File: src/rtl/serial_rx_pkg.sv
`timescale 1ns/1ps
package serial_rx_pkg;
  typedef enum logic [2:0] {
    ST_IDLE,
    ST_START,
    ST_DATA,
    ST_PARITY,
    ST_STOP
  } rx_state_e;
endpackage

File: src/rtl/srx_sync.sv
`timescale 1ns/1ps
module srx_sync #(
  parameter int   STAGES  = 2,
  parameter logic RST_VAL = 1'b1
) (
  input  logic clk,
  input  logic rst_n,
  input  logic d,
  output logic q
);
  logic [STAGES-1:0] pipe;

  always_ff @(posedge clk or negedge rst_n) begin
    if (!rst_n) pipe <= {STAGES{RST_VAL}};
    else        pipe <= {pipe[STAGES-2:0], d};
  end

  assign q = pipe[STAGES-1];
endmodule

File: src/rtl/srx_core.sv
`timescale 1ns/1ps
module srx_core
  import serial_rx_pkg::*;
#(
  parameter int OSR  = 16,
  parameter int DMAX = 8
) (
  input  logic            clk,
  input  logic            rst_n,
  input  logic            tick,
  input  logic            bclk_rise,
  input  logic            line,
  input  logic            sync_mode,
  input  logic [1:0]      len_sel,
  input  logic            par_en,
  input  logic            par_odd,
  output logic            done,
  output logic [DMAX-1:0] done_data,
  output logic            done_perr,
  output logic            done_ferr
);
  localparam int TW   = $clog2(OSR);
  localparam int HALF = OSR / 2;
  localparam int BW   = $clog2(DMAX);
  localparam int MINB = DMAX - 3;

  rx_state_e      st;
  logic [TW-1:0]  tcnt;
  logic [BW-1:0]  bcnt;
  logic [DMAX-1:0] shreg;
  logic           par_acc, perr_q, line_q;
  logic           fall, step, center_hit;
  logic [BW:0]    nbits, shamt;
  logic [BW-1:0]  last_idx;
  logic [TW-1:0]  tcnt_adv;

  assign nbits      = (BW+1)'(MINB) + (BW+1)'(len_sel);
  assign shamt      = (BW+1)'(DMAX) - nbits;
  assign last_idx   = BW'(nbits - 1'b1);
  assign fall       = line_q & ~line;
  assign step       = sync_mode ? bclk_rise : tick;
  assign center_hit = sync_mode ? bclk_rise : (tick && tcnt == TW'(OSR-1));
  assign tcnt_adv   = center_hit ? '0 : tcnt + 1'b1;

  always_ff @(posedge clk or negedge rst_n) begin
    if (!rst_n) begin
      st        <= ST_IDLE;
      tcnt      <= '0;
      bcnt      <= '0;
      shreg     <= '0;
      par_acc   <= 1'b0;
      perr_q    <= 1'b0;
      line_q    <= 1'b1;
      done      <= 1'b0;
      done_data <= '0;
      done_perr <= 1'b0;
      done_ferr <= 1'b0;
    end else begin
      line_q <= line;
      done   <= 1'b0;
      if (st inside {ST_DATA, ST_PARITY, ST_STOP} && tick && !sync_mode)
        tcnt <= tcnt_adv;
      case (st)
        ST_IDLE: if (fall) begin
          st      <= ST_START;
          tcnt    <= '0;
          bcnt    <= '0;
          shreg   <= '0;
          par_acc <= 1'b0;
          perr_q  <= 1'b0;
        end
        ST_START: if (step) begin
          if (line) st <= ST_IDLE;              // start bit rejected
          else if (sync_mode || tcnt == TW'(HALF-1)) begin
            st   <= ST_DATA;
            tcnt <= '0;
          end else tcnt <= tcnt + 1'b1;
        end
        ST_DATA: if (center_hit) begin
          shreg   <= {line, shreg[DMAX-1:1]};   // lsb first
          par_acc <= par_acc ^ line;
          bcnt    <= bcnt + 1'b1;
          if (bcnt == last_idx) st <= par_en ? ST_PARITY : ST_STOP;
        end
        ST_PARITY: if (center_hit) begin
          perr_q <= (par_acc ^ line) != par_odd;
          st     <= ST_STOP;
        end
        ST_STOP: if (center_hit) begin
          done      <= 1'b1;
          done_data <= shreg >> shamt;
          done_perr <= par_en & perr_q;
          done_ferr <= ~line;
          st        <= ST_IDLE;
        end
        default: st <= ST_IDLE;
      endcase
    end
  end

  AST_START_ABORT: assert property (@(posedge clk) disable iff (!rst_n)
    (st == ST_START && !sync_mode && tick && line) |=> (st == ST_IDLE));
  AST_SYNC_START: assert property (@(posedge clk) disable iff (!rst_n)
    (st == ST_START && sync_mode && bclk_rise && !line) |=> (st == ST_DATA));
  AST_UPPER_ZERO: assert property (@(posedge clk) disable iff (!rst_n)
    done |-> ((done_data >> nbits) == '0));
endmodule

File: src/rtl/srx_hold.sv
`timescale 1ns/1ps
module srx_hold #(
  parameter int DMAX = 8
) (
  input  logic            clk,
  input  logic            rst_n,
  input  logic            load,
  input  logic [DMAX-1:0] ld_data,
  input  logic            ld_perr,
  input  logic            ld_ferr,
  input  logic            out_ready,
  output logic            out_valid,
  output logic [DMAX-1:0] out_data,
  output logic            out_perr,
  output logic            out_ferr,
  output logic            out_ovr
);
  logic take;
  assign take = out_valid & out_ready;

  always_ff @(posedge clk or negedge rst_n) begin
    if (!rst_n) begin
      out_valid <= 1'b0;
      out_data  <= '0;
      out_perr  <= 1'b0;
      out_ferr  <= 1'b0;
      out_ovr   <= 1'b0;
    end else if (load) begin
      out_valid <= 1'b1;
      out_data  <= ld_data;
      out_perr  <= ld_perr;
      out_ferr  <= ld_ferr;
      out_ovr   <= out_valid & ~out_ready;
    end else if (take) begin
      out_valid <= 1'b0;
      out_ovr   <= 1'b0;
    end
  end

  AST_VALID_HOLD: assert property (@(posedge clk) disable iff (!rst_n)
    (out_valid && !out_ready && !load) |=> out_valid);
  AST_DATA_STABLE: assert property (@(posedge clk) disable iff (!rst_n)
    (out_valid && !load) |=> $stable(out_data));
  AST_OVR_NEEDS_VALID: assert property (@(posedge clk) disable iff (!rst_n)
    out_ovr |-> out_valid);
endmodule

File: src/rtl/serial_char_rx.sv
`timescale 1ns/1ps
module serial_char_rx #(
  parameter int OSR         = 16,
  parameter int DMAX        = 8,
  parameter int SYNC_STAGES = 2
) (
  input  logic            clk,
  input  logic            rst_n,
  input  logic            tick16,
  input  logic            sync_mode,
  input  logic            bclk,
  input  logic            rxd,
  input  logic [1:0]      len_sel,
  input  logic            par_en,
  input  logic            par_odd,
  output logic            out_valid,
  input  logic            out_ready,
  output logic [DMAX-1:0] out_data,
  output logic            out_perr,
  output logic            out_ferr,
  output logic            out_ovr
);
  logic line_s, bclk_s, bclk_q, bclk_rise;
  logic done, done_perr, done_ferr;
  logic [DMAX-1:0] done_data;

  srx_sync #(.STAGES(SYNC_STAGES), .RST_VAL(1'b1)) u_line_sync (
    .clk(clk), .rst_n(rst_n), .d(rxd), .q(line_s));
  srx_sync #(.STAGES(SYNC_STAGES), .RST_VAL(1'b0)) u_bclk_sync (
    .clk(clk), .rst_n(rst_n), .d(bclk), .q(bclk_s));

  always_ff @(posedge clk or negedge rst_n) begin
    if (!rst_n) bclk_q <= 1'b0;
    else        bclk_q <= bclk_s;
  end
  assign bclk_rise = bclk_s & ~bclk_q;

  srx_core #(.OSR(OSR), .DMAX(DMAX)) u_core (
    .clk(clk), .rst_n(rst_n), .tick(tick16), .bclk_rise(bclk_rise),
    .line(line_s), .sync_mode(sync_mode), .len_sel(len_sel),
    .par_en(par_en), .par_odd(par_odd), .done(done),
    .done_data(done_data), .done_perr(done_perr), .done_ferr(done_ferr));

  srx_hold #(.DMAX(DMAX)) u_hold (
    .clk(clk), .rst_n(rst_n), .load(done), .ld_data(done_data),
    .ld_perr(done_perr), .ld_ferr(done_ferr), .out_ready(out_ready),
    .out_valid(out_valid), .out_data(out_data), .out_perr(out_perr),
    .out_ferr(out_ferr), .out_ovr(out_ovr));
endmodule

File: config.mk
export PLATFORM = sky130hd
export DESIGN_NAME = serial_char_rx
export DESIGN_NICKNAME = d
export VERILOG_FILES = /design/src/rtl/serial_rx_pkg.sv /design/src/rtl/srx_sync.sv /design/src/rtl/srx_core.sv /design/src/rtl/srx_hold.sv /design/src/rtl/serial_char_rx.sv
export SDC_FILE = /design/constraint.sdc
export NUM_CORES = 1
export LEC_CHECK = 0
export BUFFER_PORTS_ARGS = -buffer_cell sky130_fd_sc_hd__buf_4
export CORE_UTILIZATION = 50
export CTS_BUF_LIST = sky130_fd_sc_hd__clkbuf_8
export DETAILED_ROUTE_END_ITERATION = 16
export GPL_TIMING_DRIVEN = 0
export PLACE_DENSITY = 0.81
export SETUP_SLACK_MARGIN = 0.5
export SLEW_MARGIN = 20
export SYNTH_ARGS = -nofsm -noshare
export SYNTH_HDL_FRONTEND = slang
export SYNTH_HIERARCHICAL = 1
export SYNTH_SLANG_ARGS = --single-unit
File: constraint.sdc
create_clock -name clk -period 5.55 [get_ports clk]
set_clock_uncertainty 0.1 [all_clocks]
set_input_delay 1.11 -clock clk [delete_from_list [all_inputs] [get_ports clk]]
set_output_delay 1.11 -clock clk [all_outputs]
set_load 0.005 [all_outputs]
==> impl_results.md, run 1 <==
* Seq/Total Area, Yosys at 50.8%
* Setup TNS at 0 ns
* Wire per inst at 15.2 um
* Clk sink count at 49
* Area delta synth->final at 14.0%
* GR Util All Layers at 19.0%
* Hpwl dp at 3040 um
* Crit path launch type: input port
* Highest-delay cell along the critical path: a211oi_1
* CORE AREA at 4500 sq um
* Ant diodes at 0
* CTS tree: done
* Number of synthesized register bits at 49
* Final wirelength at 4310 um
* Worst reg2reg endpoint: u_core/st[1]
* Total power draw at 0.902 mW
* Vias in the first global route at 1538
* Post-CTS sizing at 0
* Die area at 5120 sq um
* Post-Syn Instances at 202
* Dpl cells at 275
* Remaining antenna violation count at 0
* Post-route clock period utilization at 43.5%
* Die X-Extent at 71.6 um
* Top cells by area, synth: dfrtp_1 (48%), mux2_2 (7.0%), a22o_1 (3.6%)
* Hold Fails Final Rpt at 0
* Chip height at 71.6 um
* Non-filler cells, final at 283
* Clock Path Buffers at 2
* H-tree levels at 2
* Outcome: finished, final reports clean
* Final Setup Violations at 0
* Leakage power at 1.32 nW
* Post-CTS Setup Repair Bufs at 0
* Fraction of layout cells with a size suffix above 1 at 28.6%
* DRT Pass-1 Iters at 4
* Ys flop type: dfrtp_1
* Slew @ Worst Pin at 0.599 ns
* Syn_nets at 215
* Worst Path Required at 5.68 ns
* Via density at 5.78
* Yosys top cell area share at 47.6%
* Critical path's top delay family: compound AO/OA/AOI/OAI gates
* Async set or reset register ratio after synthesis at 100%
* Worst Hold Launch: u_line_sync/pipe[0]
* Clock transition at the registers of the reported paths at 0.08 ns
* Fin nets at 243
* Most instantiated cells after synthesis: dfrtp_1 (46), mux2_2 (15), o21ai_0 (14), nand2_1 (11), a22o_1 (10)
* Worst-Skew Late Latency at 0.30 ns
* Syn avg cell area at 12.0 sq um
* Critical path endpoint: u_core/st[1]
* Port Buf Inserts at 21
* Library cells used by synthesis at 52
* Nature of the critical path endpoint: flop
* Placer Congestion at 0.939
* DRC viols at 0
* RSZ-0062 raised after global routing: no
* Largest net degree at the start of global routing at 50
* Combinational power share at 23.8%
* Total number of vias at 1637
* Hold buffers post-CTS at 0
* Global route overflow at 0
* DP Worst Slack at 2.82 ns
* Worst rel slew slack at 60.0%
* First-pass GRT wire length at 7470 um
* Buffer and inverter count on the worst path at 2
* Peak supply drop at 163 uV
* Fmax achieved at 414 MHz
* CP Cell Sequence: buf_4, nand4b_4, o2bb2a_4, clkbuf_1, a211oi_1, mux2i_1
* Worst r2r src: u_core/tcnt[0]
* Internal Power at 0.645 mW
* Rows at 24
* Worst path max stage delay at 0.42 ns
* Clk pwr share at 28.3%
* Hold Path Class: flop to flop
* Sw Pwr at 0.257 mW
* Leading area contributor after synthesis: dfrtp_1
* Critical path class: input port to flop
* Post-Syn Area at 2420 sq um
* Sequential fraction of design power at 47.9%
* WP depth at 6
* Top-count cell post-synth: dfrtp_1
* Synth warnings at 6
* Post-synth EDFFs at 0
* Initial Utilization at 53.7%
* Pwr dens at 327 nW/um^2
* Worst setup margin at 3.13 ns
* R2R setup slack at 3.39 ns
* 1st-iter DRT viols at 129
* Initial antenna violation count at 0
* Max Slew Vio Count at 0
* Fin crit period at 2.42 ns
* Arrival @ worst endpoint at 2.54 ns
* Boundary Pins at 23
* Critical path fanouts, max at 10
* Sw Ratio at 28.5%
* Num CTS Buffers at 5
* Crit. Startpoint: sync_mode
* Clock Tree Root: clkbuf_8
* Max cap viols at 0
* FF-to-FF path depth at 6
placed cells by master, fill, tap and decap left out, types with 4 or more instances in the layout:
| cell | netlist | routed |
|---|---|---|
| dfrtp_1 | 46 | 46 |
| buf_4 | 0 | 21 |
| mux2_2 | 15 | 15 |
| o21ai_0 | 14 | 14 |
| nand2_1 | 11 | 11 |
| a22o_1 | 10 | 10 |
| a21oi_1 | 8 | 8 |
| inv_1 | 6 | 7 |
| nor2_1 | 7 | 7 |
| clkbuf_8 | 0 | 6 |
| clkbuf_1 | 6 | 6 |
| mux2i_1 | 5 | 5 |
| nor2b_1 | 5 | 5 |
| mux2_4 | 5 | 5 |
| nand3_1 | 4 | 4 |
| xnor2_1 | 4 | 4 |
through the flow:
stage / area (sq um) / util (%) / hold slack, ns
after floorplan: 2420 / - / 0.231
after global placement: 2640 / 58.7 / 0.233
after detailed placement: 2640 / 58.7 / 0.243
after CTS: 2760 / 61.3 / 0.260
after global routing: 2760 / 61.3 / 0.264
final: 2760 / 61.3 / 0.259
how the worst min path moves through the flow:
stage	to	slack [ns]	cells after the start
after floorplan	u_bclk_sync/pipe[1]	0.23	0
after global placement	u_bclk_sync/pipe[1]	0.23	0
after detailed placement	u_bclk_sync/pipe[1]	0.24	0
after CTS	u_line_sync/pipe[1]	0.26	0
after global routing	u_line_sync/pipe[1]	0.26	0
final	u_line_sync/pipe[1]	0.26	0
per-layer routing:
metal	GRT usage, %	up-vias	share of wire [%]
li1	-	799	-
met1	27.8	793	49
met2	27.3	39	45
met3	5.34	6	4.6
met4	6.54	0	1.5
met5	0	-	0
cell type report:
type | instances | area [sq um]
Multi-Input combinational cell | 135 | 1100
Clock inverter | 2 | 33.8
Buffer | 12 | 71.3
Inverter | 6 | 22.5
Tap cell | 52 | 65.1
Sequential cell | 49 | 1230
Clock buffer | 6 | 82.6
Fill cell | 354 | 1750
Timing Repair Buffer | 21 | 158
cells by family after synthesis:
logic type / count (synthesis) / share of synthesized area (%)
muxes: 27 / 14.0
DFF: 49 / 50.8
AOI/OAI and AO/OA: 54 / 16.4
and+or+nand+nor: 48 / 12.4
adders and majority gates: 2 / 1.03
buffers and inverters: 18 / 3.88
xor gates and xnor gates: 4 / 1.45
power by group through the flow:
stage / Combinational (mW) / Sequential (mW) / Clock [mW]
2_1_floorplan: 0.155 / 0.429 / 0
3_3_place_gp: 0.207 / 0.435 / 0
3_5_place_dp: 0.212 / 0.439 / 0
4_1_cts: 0.214 / 0.432 / 0.263
5_1_grt: 0.239 / 0.439 / 0.280
6_report: 0.215 / 0.432 / 0.255
sequential cells by signal, indices dropped and copies added, names as in the netlist, 2 cells and up:
register,cells
u_core/done_data,8
u_core/shreg,8
u_hold/out_data,8
u_core/tcnt,4
u_core/bcnt,3
u_core/st,3
u_bclk_sync/pipe,2
u_line_sync/pipe,2
(Power assumes the default switching activity.)
==> inputs of run 2 (changes only) <==
--- a/config.mk
+++ b/config.mk
@@ -5,12 +5,13 @@
 export SDC_FILE = /design/constraint.sdc
 export NUM_CORES = 1
 export LEC_CHECK = 0
+export ABC_AREA = 1
 export BUFFER_PORTS_ARGS = -buffer_cell sky130_fd_sc_hd__buf_4
 export CORE_UTILIZATION = 50
 export CTS_BUF_LIST = sky130_fd_sc_hd__clkbuf_8
 export DETAILED_ROUTE_END_ITERATION = 16
 export GPL_TIMING_DRIVEN = 0
-export PLACE_DENSITY = 0.81
+export PLACE_DENSITY = 0.84
 export SETUP_SLACK_MARGIN = 0.5
 export SLEW_MARGIN = 20
 export SYNTH_ARGS = -nofsm -noshare
==> constraint.sdc (replaced) <==
create_clock -name clk -period 2 [get_ports clk]
set_clock_uncertainty 0.1 [all_clocks]
set_input_delay 0.4 -clock clk [delete_from_list [all_inputs] [get_ports clk]]
set_output_delay 0.4 -clock clk [all_outputs]
set_load 0.005 [all_outputs]
==> impl_results.md, run 2 <==
* First-pass GRT wire length at 8670 um
* Clock Path Buffers at 2
* Num CTS Buffers at 5
* Total number of vias at 2063
* Yosys top cell area share at 48.5%
* Sw Pwr at 1.13 mW
* Sequential fraction of design power at 40.2%
* Placer Congestion at 0.865
* Die area at 5020 sq um
* WP depth at 5
* Crit path launch type: flop
* Initial Utilization at 53.4%
* Leading area contributor after synthesis: dfrtp_1
* Die X-Extent at 70.9 um
* Top cells by area, synth: dfrtp_1 (49%), nand2_1 (16%), o21ai_0 (5.1%)
* Sw Ratio at 36.4%
* Max cap viols at 0
* Peak supply drop at 795 uV
* CTS tree: done
* Fraction of layout cells with a size suffix above 1 at 38.5%
* Hold buffers post-CTS at 0
* Final Setup Violations at 0
* Largest net degree at the start of global routing at 50
* CP Cell Sequence: nor3_4, nand3_4, a21oi_4, buf_6, o22ai_2
* Leakage power at 1.51 nW
* Initial antenna violation count at 0
* Worst rel slew slack at 59.9%
* Failing checks: DRC, hold timing
* Setup TNS at 0 ns
* Critical path's top delay family: flip-flops
* Hpwl dp at 3200 um
* Rows at 24
* Synth warnings at 6
* Boundary Pins at 23
* Critical path fanouts, max at 5
* Pwr dens at 986 nW/um^2
* Hold Path Class: input port to async pin
* Most common cell after layout, fill and taps aside: nand2_1
* Chip height at 70.9 um
* Async set or reset register ratio after synthesis at 100%
* GR Util All Layers at 22.3%
* Syn avg cell area at 8.56 sq um
* Worst Path Required at 2.08 ns
* Fin crit period at 1.55 ns
* Fin nets at 334
* DRT Pass-1 Iters at 10
* Hold Fails Final Rpt at 13
* Post-Syn Instances at 277
* Highest-delay cell along the critical path: dfrtp_2
* Seq/Total Area, Yosys at 51.8%
* Ys flop type: dfrtp_1
* Critical path class: flop to flop
* Commonest non-fill, non-tap cells in the layout: nand2_1 (81), dfrtp_1 (42), buf_4 (34), inv_1 (22), o21ai_0 (14)
* Combinational power share at 36.1%
* Dpl cells at 349
* Syn_nets at 290
* Nature of the critical path endpoint: flop
* Most instantiated cells after synthesis: nand2_1 (98), dfrtp_1 (46), inv_1 (25), o21ai_0 (24), nand3_1 (16)
* Top-count cell post-synth: nand2_1
* Area delta synth->final at 32.3%
* Hold slack at -0.0190 ns
* Internal Power at 1.97 mW
* Buffer and inverter count on the worst path at 1
* Non-filler cells, final at 374
* Sequential standard cell area at 1230 sq um
* Clk sink count at 49
* Clock transition at the registers of the reported paths at 0.09 ns
* Final wirelength at 5620 um
* Global route overflow at 0
* Post-route clock period utilization at 77.7%
* Via density at 5.52
* Library cells used by synthesis at 34
* Multi-input gate area at 1230 sq um
* Largest registers: u_core/done_data (8), u_core/shreg (8), u_hold/out_data (8)
* Ant diodes at 0
* Post-Syn Area at 2370 sq um
* Remaining antenna violation count at 0
* 1st-iter DRT viols at 114
* Outcome: complete, but fails checks
* Clk pwr share at 23.7%
* FF-to-FF path depth at 5
* RSZ-0062 raised after global routing: yes
* H-tree levels at 2
* Number of synthesized register bits at 49
* Vias in the first global route at 1951
* Arrival @ worst endpoint at 1.64 ns
* Worst-Skew Late Latency at 0.31 ns
* Max Slew Vio Count at 0
* Slew @ Worst Pin at 0.601 ns
* Worst path max stage delay at 0.49 ns
* DRC viols at 2
* Wire per inst at 15.0 um
* Post-synth EDFFs at 0
* Number of fill cells at 319
* Port Buf Inserts at 20
* Fmax achieved at 643 MHz
* Total power draw at 3.09 mW
* CORE AREA at 4440 sq um
* Clock Tree Root: clkbuf_8
==> run 2: stage by stage <==
step                instance area [sq um]  hold slack [ns]  setup slack, ns  util [%]
detailed placement                   2590            0.245            0.216      58.4
CTS                                  2920           0.0131            0.464      65.8
finish                               3140          -0.0190            0.445      70.6
global route                         3140           0.0292            0.368      70.6
floorplan                            2380          0.00441            0.457         -
global placement                     2590            0.233            0.228      58.4
==> run 2: path summary, 6_finish.rpt <==
path                                           from                  end  slack (ns)
worst max-delay path                   u_core/st[2]      u_core/shreg[4]        0.45
worst min-delay path                          rst_n       u_core/tcnt[3]       -0.02
worst max register to register         u_core/st[2]      u_core/shreg[4]        0.45
worst min register to register  u_line_sync/pipe[0]  u_line_sync/pipe[1]        0.26
max in group asynchronous                     rst_n         u_core/st[1]        1.36
min in group clk                                rxd  u_line_sync/pipe[0]        0.10
==> run 2: power groups by stage <==
stage	combinational (mW)	clock [mW]	sequential, mW
floorplan	0.528	0	1.20
global route	1.21	0.780	1.26
CTS	0.884	0.744	1.21
detailed placement	0.701	0	1.22
global placement	0.680	0	1.21
finish	1.12	0.733	1.24
==> run 2: layout make-up <==
type	instances	area share [%]
repair buffers	37	10.0
plain buffers	8	2.03
flip-flops and latches	49	39.3
multi-input cells	192	39.1
inverters	28	3.59
well taps	52	2.07
clock inverters	2	1.20
clock buffers	6	2.63
==> run 2: cell families after synthesis <==
kind of cell / synth area share [%]
AND/OR/NAND/NOR: 25.1
AO/OA/AOI/OAI: 13.1
flip-flops: 51.8
buffers and inverters: 6.59
XOR/XNOR: 1.48
multiplexers: 0.844
adder cells (fa/ha/maj): 1.05
==> run 2: timing repair <==
action                                  4_1_cts  5_1_grt
cloned                                        1        1
endpoints found under the setup margin       30       30
endpoints found under the hold margin         0        0
pin swaps                                     9       15
gates resized for setup                      33       47
buffers inserted                             10        5
==> run 2: metal layers <==
| layer | wire length [um] | global-route usage (%) | part of all wire, % | vias up |
|---|---|---|---|---|
| met5 | 0 | 0 | 0 | - |
| met4 | 117 | 11.1 | 2.1 | 0 |
| met3 | 227 | 5.13 | 4.0 | 13 |
| met2 | 2870 | 38.4 | 51 | 67 |
| met1 | 2410 | 26.2 | 43 | 999 |
| li1 | - | - | - | 984 |
==> inputs of run 3 (changes only) <==
--- a/config.mk
+++ b/config.mk
@@ -5,7 +5,7 @@
 export SDC_FILE = /design/constraint.sdc
 export NUM_CORES = 1
 export LEC_CHECK = 0
-export ABC_AREA = 1
+export ABC_AREA = 0
 export BUFFER_PORTS_ARGS = -buffer_cell sky130_fd_sc_hd__buf_4
 export CORE_UTILIZATION = 50
 export CTS_BUF_LIST = sky130_fd_sc_hd__clkbuf_8
==> constraint.sdc (replaced) <==
create_clock -name clk -period 1.3 [get_ports clk]
set_clock_uncertainty 0.1 [all_clocks]
set_input_delay 0.26 -clock clk [delete_from_list [all_inputs] [get_ports clk]]
set_output_delay 0.26 -clock clk [all_outputs]
set_load 0.005 [all_outputs]
==> impl_results.md, run 3 (synthesized netlist as in run 1, its figures left out) <==
* Outcome: complete, but fails checks
* Failing checks: hold timing, setup timing
* Vias in the first global route at 1829
* Remaining antenna violation count at 0
* Max cap viols at 0
* Global route overflow at 0
* Number of fill cells at 284
* Clk sink count at 49
* R2R setup slack at -0.60 ns
* Max Slew Vio Count at 0
* Hold Fails Final Rpt at 46
* Total power draw at 4.26 mW
* DRT Pass-1 Iters at 5
* GR Util All Layers at 22.0%
* Worst Path Required at 1.40 ns
* Slew @ Worst Pin at 0.609 ns
* Wire per inst at 17.2 um
* Boundary Pins at 23
* Nature of the critical path endpoint: flop
* Fraction of layout cells with a size suffix above 1 at 45.7%
* RSZ-0062 raised after global routing: yes
* Peak supply drop at 721 uV
* Sequential standard cell area at 1230 sq um
* 1st-iter DRT viols at 105
* DRC viols at 0
* Worst rel slew slack at 59.4%
* Clock transition at the registers of the reported paths at 0.09 ns
* Dpl cells at 275
* Final wirelength at 5490 um
* Clock Tree Root: clkbuf_8
* DP Worst Slack at -0.648 ns
* Non-filler cells, final at 319
* First-pass GRT wire length at 8570 um
* Ant diodes at 0
* Fin nets at 279
* Die area at 5120 sq um
* Leakage power at 1.55 nW
* H-tree levels at 2
* Pwr dens at 1310 nW/um^2
* Worst-Skew Late Latency at 0.31 ns
* Post-route clock period utilization at 146%
* Commonest non-fill, non-tap cells in the layout: dfrtp_1 (45), buf_4 (38), buf_6 (22), mux2_4 (15), nand2_1 (11)
* Initial antenna violation count at 0
* Largest net degree at the start of global routing at 50
* Largest registers: u_core/done_data (8), u_core/shreg (8), u_hold/out_data (8)
* Placer Congestion at 0.890
* Final Setup Violations at 31
* Chip height at 71.6 um
* Rows at 24
* Total number of vias at 1860
* Setup TNS at -16.62 ns
* Crit path launch type: flop
* Placed Area at 2720 sq um
* Hold slack at -0.152 ns
* Critical path fanouts, max at 4
* Num CTS Buffers at 5
* Critical path class: flop to flop
* Arrival @ worst endpoint at 2.00 ns
* Die X-Extent at 71.6 um
* Hpwl dp at 3160 um
* Hold Path Class: input port to async pin
* Final instance area at 3240 sq um
* Worst setup margin at -0.597 ns
* Multi-input gate area at 1210 sq um
* Most common cell after layout, fill and taps aside: dfrtp_1
* CTS tree: done
* Final Util at 72.0%
* Area delta synth->final at 34.0%
* Initial Utilization at 53.7%
* Clock Path Buffers at 2
* Via density at 5.83
* Fin crit period at 1.90 ns
* Port Buf Inserts at 21
* Fmax achieved at 527 MHz
* CORE AREA at 4500 sq um
==> run 3: changes by cell type in the layout (fill, tap and decap cells not counted), sizes merged, moves of 3 or more <==
cell / previous run / this run
nand2: 101 / 11
inv: 28 / 7
buf: 42 / 62
nand2b: 0 / 3
or3b: 0 / 3
mux2i: 2 / 5
o211ai: 3 / 0
a22o: 0 / 10
nor2b: 0 / 6
mux2: 0 / 20
nand3: 18 / 4
o22ai: 8 / 2
o21ai: 31 / 14
==> run 3: path summary, 6_finish.rpt <==
path                       depth (start not counted)             endpoint           startpoint
max in group asynchronous                          1         u_core/st[1]                rst_n
min reg2reg                                        0  u_line_sync/pipe[1]  u_line_sync/pipe[0]
min in group clk                                   2       u_hold/out_ovr            out_ready
max                                                5       u_core/tcnt[2]         u_core/st[1]
min                                                1  u_bclk_sync/pipe[0]                rst_n
max reg2reg                                        5       u_core/tcnt[2]         u_core/st[1]
==> run 3: power by group <==
group          leakage [nW]  internal, mW  switching [mW]
sequential            0.658          1.70           0.144
combinational         0.850         0.822           0.671
clock                0.0447         0.388           0.530
==> run 3: layer usage <==
metal | routed length, um | track usage (%) | part of all wire (%)
met1 | 2340 | 27.5 | 43
met2 | 2790 | 36.6 | 51
met3 | 226 | 4.92 | 4.1
met4 | 129 | 10.5 | 2.4
met5 | 0 | 0 | 0
==> run 3: what timing repair did <==
action / CTS / global route
cloned: 1 / 0
resized for setup: 31 / 14
buffers inserted: 26 / 7
setup endpoints to repair: 55 / 55
endpoints found under the hold margin: 48 / 47
pin swaps: 7 / 5
hold buffers: 1 / 1
==> run 3: critical path, cell delays in order (launching register included) <==
cell and delay, ns:
dfrtp_2 0.45, buf_6 0.13, or3_1 0.37, a211o_1 0.28, and2_4 0.18, o221a_2 0.26
==> run 3: area by class of cell <==
class / instances / share of cell area [%]
Timing Repair Buffer: 57 / 15.5
Sequential cell: 49 / 38.0
Clock inverter: 3 / 0.772
Inverter: 6 / 0.694
Clock buffer: 5 / 2.12
Buffer: 12 / 3.47
Multi-Input combinational cell: 135 / 37.4
Tap cell: 52 / 2.01
